--- src/rtl/baud_gen_pkg.sv ---
package baud_gen_pkg;
  localparam int ADDR_W = 3;
  localparam int PRE_W  = 6;

  typedef enum logic [ADDR_W-1:0] {
    REG_TC_LO  = 3'd0,
    REG_TC_HI  = 3'd1,
    REG_CTRL   = 3'd2,
    REG_MODE   = 3'd3,
    REG_IRQ_EN = 3'd4
  } reg_sel_e;

  localparam int CTRL_RUN  = 0;
  localparam int CTRL_PCLK = 1;
  localparam int IRQ_EN_ZC = 1;

  typedef enum logic [1:0] {
    DIV_1  = 2'b00,
    DIV_16 = 2'b01,
    DIV_32 = 2'b10,
    DIV_64 = 2'b11
  } div_mode_e;

  function automatic logic [PRE_W-1:0] div_last(div_mode_e m);
    case (m)
      DIV_1:   return PRE_W'(0);
      DIV_16:  return PRE_W'(15);
      DIV_32:  return PRE_W'(31);
      default: return PRE_W'(63);
    endcase
  endfunction
endpackage

--- src/rtl/baud_gen_regs.sv ---
module baud_gen_regs
  import baud_gen_pkg::*;
#(
  parameter int DATA_W = 8
) (
  input  logic                clk,
  input  logic                rst_n,
  input  logic                wr_en,
  input  logic [ADDR_W-1:0]   wr_addr,
  input  logic [DATA_W-1:0]   wr_data,
  input  logic [ADDR_W-1:0]   rd_addr,
  input  logic                chan_rst,
  output logic [2*DATA_W-1:0] tc,
  output logic                run,
  output logic                pclk_sel,
  output div_mode_e           div_mode,
  output logic                zc_ie,
  output logic                start,
  output logic [DATA_W-1:0]   rd_data
);
  logic [DATA_W-1:0] tc_lo_q, tc_hi_q;
  logic              run_q, pclk_q, zcie_q;
  div_mode_e         mode_q;

  // fresh start: run bit written to one while stopped
  always_comb begin
    start = wr_en && (reg_sel_e'(wr_addr) == REG_CTRL) && wr_data[CTRL_RUN]
            && !run_q && !chan_rst;
  end

  always_ff @(posedge clk or negedge rst_n) begin
    if (!rst_n) begin
      tc_lo_q <= '0;
      tc_hi_q <= '0;
      run_q   <= 1'b0;
      pclk_q  <= 1'b0;
      zcie_q  <= 1'b0;
      mode_q  <= DIV_1;
    end else begin
      if (wr_en) begin
        case (reg_sel_e'(wr_addr))
          REG_TC_LO:  tc_lo_q <= wr_data;
          REG_TC_HI:  tc_hi_q <= wr_data;
          REG_CTRL: begin
            run_q  <= wr_data[CTRL_RUN];
            pclk_q <= wr_data[CTRL_PCLK];
          end
          REG_MODE:   mode_q <= div_mode_e'(wr_data[DATA_W-1 -: 2]);
          REG_IRQ_EN: zcie_q <= wr_data[IRQ_EN_ZC];
          default: ;
        endcase
      end
      if (chan_rst) run_q <= 1'b0;
    end
  end

  always_comb begin
    rd_data = '0;
    case (reg_sel_e'(rd_addr))
      REG_TC_LO:  rd_data = tc_lo_q;
      REG_TC_HI:  rd_data = tc_hi_q;
      REG_CTRL: begin
        rd_data[CTRL_RUN]  = run_q;
        rd_data[CTRL_PCLK] = pclk_q;
      end
      REG_MODE:   rd_data[DATA_W-1 -: 2] = mode_q;
      REG_IRQ_EN: rd_data[IRQ_EN_ZC] = zcie_q;
      default: ;
    endcase
  end

  assign tc       = {tc_hi_q, tc_lo_q};
  assign run      = run_q;
  assign pclk_sel = pclk_q;
  assign div_mode = mode_q;
  assign zc_ie    = zcie_q;
endmodule

--- src/rtl/baud_gen_count.sv ---
module baud_gen_count #(
  parameter int CNT_W = 16
) (
  input  logic             clk,
  input  logic             rst_n,
  input  logic             tick,
  input  logic             run,
  input  logic             start,
  input  logic             chan_rst,
  input  logic [CNT_W-1:0] tc,
  output logic             baud_out,
  output logic             zero_pulse,
  output logic             rise_pulse
);
  localparam int W = CNT_W + 1;

  logic [W-1:0] cnt_q;
  logic [W-1:0] reload;

  // one extra tick spent at zero gives a half period of TC+2
  assign reload = {1'b0, tc} + W'(1);

  always_ff @(posedge clk or negedge rst_n) begin
    if (!rst_n) begin
      cnt_q      <= '0;
      baud_out   <= 1'b0;
      zero_pulse <= 1'b0;
      rise_pulse <= 1'b0;
    end else begin
      zero_pulse <= 1'b0;
      rise_pulse <= 1'b0;
      if (chan_rst) begin
        cnt_q    <= '0;
        baud_out <= 1'b0;
      end else if (start) begin
        cnt_q    <= reload;
        baud_out <= 1'b0;
      end else if (run && tick) begin
        if (cnt_q == '0) begin
          cnt_q      <= reload;
          baud_out   <= ~baud_out;
          zero_pulse <= 1'b1;
          rise_pulse <= ~baud_out;
        end else begin
          cnt_q <= cnt_q - W'(1);
        end
      end
    end
  end
endmodule

--- src/rtl/baud_gen_presc.sv ---
module baud_gen_presc
  import baud_gen_pkg::*;
(
  input  logic      clk,
  input  logic      rst_n,
  input  logic      clear,
  input  logic      rise,
  input  div_mode_e mode,
  output logic      bit_tick
);
  logic [PRE_W-1:0] div_q;
  logic [PRE_W-1:0] last;

  assign last     = div_last(mode);
  assign bit_tick = rise && (div_q == last);

  always_ff @(posedge clk or negedge rst_n) begin
    if (!rst_n)          div_q <= '0;
    else if (clear)      div_q <= '0;
    else if (rise)       div_q <= (div_q == last) ? '0 : div_q + PRE_W'(1);
  end
endmodule

--- src/rtl/baud_gen.sv ---
module baud_gen
  import baud_gen_pkg::*;
#(
  parameter int DATA_W = 8
) (
  input  logic              clk,
  input  logic              rst_n,
  input  logic              wr_en,
  input  logic [ADDR_W-1:0] wr_addr,
  input  logic [DATA_W-1:0] wr_data,
  input  logic [ADDR_W-1:0] rd_addr,
  output logic [DATA_W-1:0] rd_data,
  input  logic              ext_tick,
  input  logic              chan_rst,
  output logic              baud_out,
  output logic              zero_pulse,
  output logic              zc_irq,
  output logic              bit_tick
);
  localparam int TC_W = 2 * DATA_W;

  logic [TC_W-1:0] tc;
  logic            run, pclk_sel, zc_ie, start, src_tick, rise;
  div_mode_e       div_mode;

  baud_gen_regs #(.DATA_W(DATA_W)) u_regs (
    .clk(clk), .rst_n(rst_n), .wr_en(wr_en), .wr_addr(wr_addr),
    .wr_data(wr_data), .rd_addr(rd_addr), .chan_rst(chan_rst),
    .tc(tc), .run(run), .pclk_sel(pclk_sel), .div_mode(div_mode),
    .zc_ie(zc_ie), .start(start), .rd_data(rd_data)
  );

  assign src_tick = pclk_sel | ext_tick;

  baud_gen_count #(.CNT_W(TC_W)) u_count (
    .clk(clk), .rst_n(rst_n), .tick(src_tick), .run(run), .start(start),
    .chan_rst(chan_rst), .tc(tc), .baud_out(baud_out),
    .zero_pulse(zero_pulse), .rise_pulse(rise)
  );

  baud_gen_presc u_presc (
    .clk(clk), .rst_n(rst_n), .clear(start | chan_rst), .rise(rise),
    .mode(div_mode), .bit_tick(bit_tick)
  );

  assign zc_irq = zero_pulse & zc_ie;
endmodule

--- config.mk ---
export PLATFORM = sky130hd
export DESIGN_NAME = baud_gen
export DESIGN_NICKNAME = d
export VERILOG_FILES = /design/src/rtl/baud_gen_pkg.sv /design/src/rtl/baud_gen_regs.sv /design/src/rtl/baud_gen_count.sv /design/src/rtl/baud_gen_presc.sv /design/src/rtl/baud_gen.sv
export SDC_FILE = /design/constraint.sdc
export NUM_CORES = 1
export LEC_CHECK = 0
export BUFFER_PORTS_ARGS = -buffer_cell sky130_fd_sc_hd__clkbuf_2
export CORE_AREA = 2 2 94 96
export DETAILED_ROUTE_END_ITERATION = 8
export DIE_AREA = 0 0 96 98
export PLACE_DENSITY = 0.49
export SYNTH_ARGS = -nofsm -noshare
export SYNTH_HDL_FRONTEND = slang
export SYNTH_HIERARCHICAL = 1
export SYNTH_SLANG_ARGS = --single-unit
--- constraint.sdc ---
create_clock -name clk -period 2.5 [get_ports clk]
set_input_delay 0.375 -clock clk [delete_from_list [all_inputs] [get_ports clk]]
set_output_delay 0.375 -clock clk [all_outputs]
set_load 0.05 [all_outputs]
==> impl_results.md <==
- Die Span X: between 90 and 100 um
- Worst-margin pin slew: about 0.7 ns
- Main combinational cell family by area after synthesis: simple AND/OR/NAND/NOR gates
- Crit end category: output port
- CP arrival: 1.76 ns
- Status: complete, no violations
- Slew Limit Fails: 0
- Setup violations, final: 0
- Most used DFF post-synth: dfrtp_1
- Async set-or-reset flop fraction in the synthesized netlist: 100%
- DRT antenna net count: 0
- Vias per inst: between 5 and 6
- Vias in the first global route: roughly 2500
- DPL Wire Length: 5690 um
- Number of diodes: 0
- GRT Residual Overflow: 0
- Placed insts: 440
- Max clock buf depth: 2
- Starting Density: 35.5%
- Max_cap viols: 0
- Seq cells post-synth: 47
- DRC violations left: 0
- EDFF count, synth: 0
- DRT Pass-1 Iters: 4
- Kind of critical path: register to output port
- Compound-cell area share of the yosys netlist: a little over an eighth
- Root buf cell: clkbuf_8
- Synth Instances: 304
- Non-filler cells, final: roughly 450
- Hold crit path type: primary input to asynchronous set/reset pin
- Total wire length: 7730 um
- Sequential share of the synthesized area: between 30% and 40%
- Synth warn: 6
- TritonCTS buffer count: 5
- Max H-tree Level: 2
- WHS: around 0.0012 ns
- Initial DRC count: between 150 and 200
- Post-CTS Setup Bufs: 0
- Final Power: 0.00267 W
- CP required: between 2 and 2.5 ns
- Startpoint Class: register
- Core area: 0.00847 mm^2
- Final WS setup: approximately 0.37 ns
- GRT Overall Usage: 17.6%
- Final #Nets: between 300 and 400
- Post-route minimum period: around 2.1 ns
- Hold Buf Count CTS: 0
- Gpl congestion: approximately 0.80
- IO Pins: 31
- Post_cts resized: 0
- DR WL/cell: ~17 um
- Area Growth Syn to Fin: 12.5%
- Antenna violations before repair: 0
- Worst vdd ir: 0.000384 V
- Post-synth cell types: 52
- Worst-path fanout max: 4
- Skew final: 0.00461 ns
- Clk pin slew, worst setup/hold paths: approximately 0.090 ns
- Worst-Skew Late Latency: just under 0.3 ns
- Post-synthesis mux area share: between 10% and 20%
- Syn Area/Cell: around 9.9 um^2
- IO Port Bufs: 30
- Die area: roughly 0.0094 mm^2
- Setup TNS: 0 ns
- Dpl ws: 0.244 ns
- Final Hold Fails: 0
- Fmax achieved: 469 MHz
- R2r worst-path depth: 5
- Largest net degree at the start of global routing: 32
- Synthesized Nets: around 330
- Synthesized area: between 0.003 and 0.004 mm^2
- Unrepaired setup endpoints after global routing: no
- CTS tree: yes
- Adder-cell area share of the yosys netlist: between 1.5 and 2%
- Worst rel slew slack: 52.7%
- FP Rows: 34
- Clock Sinks: 47
- Tcrit/Tclk final: 85.2%
- Share of cells above drive strength 1: between 20% and 30%
- Simple-gate area share of the yosys netlist: 24.3%
- P_leak: about 1.5 nW
- Pwr/cell area: 791 mW/mm^2
- Global-route wire length before repair: about 13000 um
- Vias: around 2500
- DIE HEIGHT: 98 um
- Synth Area in XOR/XNOR: under 10%
## cells by family (layout without fill, tap and decap cells)
family                   count (synthesis)  after routing
AND/OR/NAND/NOR                        127            127
AO/OA/AOI/OAI                           55             55
flip-flops                              47             47
multiplexers                            34             34
XOR/XNOR                                20             20
buffers and inverters                   17             53
adder cells (fa/ha/maj)                  4              4
## critical path: stages, from the launching register on
cell and delay, ns:
dfrtp_1 0.44, nor4_2 0.28, mux2i_1 0.14, nor3b_2 0.28, clkbuf_2 0.32
## worst paths after layout
check,from,to,slack (ns)
max,u_presc/div_q[3],bit_tick,0.37
min,rst_n,u_count/cnt_q[14],0.001
max reg2reg,u_count/cnt_q[4],u_count/cnt_q[2],0.44
min reg2reg,u_count/cnt_q[10],u_count/cnt_q[10],0.51
max in group asynchronous,rst_n,u_count/cnt_q[11],1.73
min in group clk,wr_data[5],u_regs/tc_lo_q[5],0.32
## report_power, final
group	internal (W)	total [W]	leakage (nW)	switching, W
clock	0.000324	0.000590	0.0612	0.000266
sequential	0.000854	0.00102	0.615	0.000162
combinational	0.000434	0.00107	0.804	0.000632
total	0.00161	0.00267	1.48	0.00106
## per-layer routing
metal  vias up  GRT usage (%)  share of wire, %
met5         -              0                 0
met4         0           3.30              0.47
met3         2           2.85               3.7
met2        52           26.8                48
met1      1252           26.4                48
li1       1224              -                 -
## final cells by class
cell class	instances	area, um^2
clock buffer	6	82.6
clock inverter	2	35.0
fill	839	5090
inverter	7	26.3
multi-input combinational	240	1710
sequential	47	1180
tap	108	135
timing repair buffer	38	210
## per-stage QoR
stage          utilization, %  area [um^2]
2_1_floorplan               -         3000
3_3_place_gp             38.5         3260
3_5_place_dp             38.5         3260
4_1_cts                  39.9         3380
5_1_grt                  39.9         3380
6_report                 39.9         3380
## Yosys cell counts (2+ instances only)
master     count  area share [%]
a22o_1         3            0.87
a21oi_1        6             1.0
nand2_1       25             3.1
buf_2          3            0.50
a211oi_1       4             1.0
xnor2_1        7             2.0
o2bb2ai_1      2            0.58
nand3_1       19             3.2
and2_1         2            0.42
nor4_1         9             1.9
o211ai_1       3            0.75
or4_1          3            0.75
clkbuf_1       3            0.37
mux2_2        20             7.5
dfrtp_1       47              39
nand3b_1       2            0.50
ha_1           4             1.7
buf_6          2            0.75
nor4bb_1       2            0.67
o311ai_0       6             1.7
buf_12         2             1.3
o21ai_1        5            0.83
nor2b_1        2            0.42
nor2_1        17             2.1
o31ai_1        2            0.50
nor4_4         2             1.4
or2_1          2            0.42
nor3_1        21             3.5
mux2i_1       14             4.7
or2_2          2            0.42
inv_1          7            0.87
o21ai_0       12             2.0
nand4_1        9             1.9
a32o_1         3             1.0
xor2_1        13             3.8
a31oi_1        3            0.62
## sequential cells by signal (all words and copies together) (netlist names)
register / cells
u_count/cnt_q: 17
u_regs/tc_hi_q: 8
u_regs/tc_lo_q: 8
u_presc/div_q: 6
u_regs/div_mode: 2
u_count/baud_out: 1
u_count/rise_pulse: 1
u_count/zero_pulse: 1
u_regs/pclk_sel: 1
u_regs/run: 1
u_regs/zc_ie: 1
## cells in the final DEF, fill, tap and decap left out, drive strengths merged, types with 3 or more instances in the layout
cell	netlist	routed
a31oi	3	3
o311ai	6	6
dfrtp	47	47
buf	7	8
nand2	25	25
a211oi	4	4
ha	4	4
or4	3	3
nand4	9	9
a32o	3	3
mux2	20	20
nand3	19	19
clkbuf	3	36
nor2	17	17
a22o	3	3
nor3	21	21
o211ai	4	4
nor4	12	12
a21oi	6	6
or2	4	4
o21ai	17	17
xor2	13	13
inv	7	7
mux2i	14	14
xnor2	7	7
(Power assumes the default switching activity.)
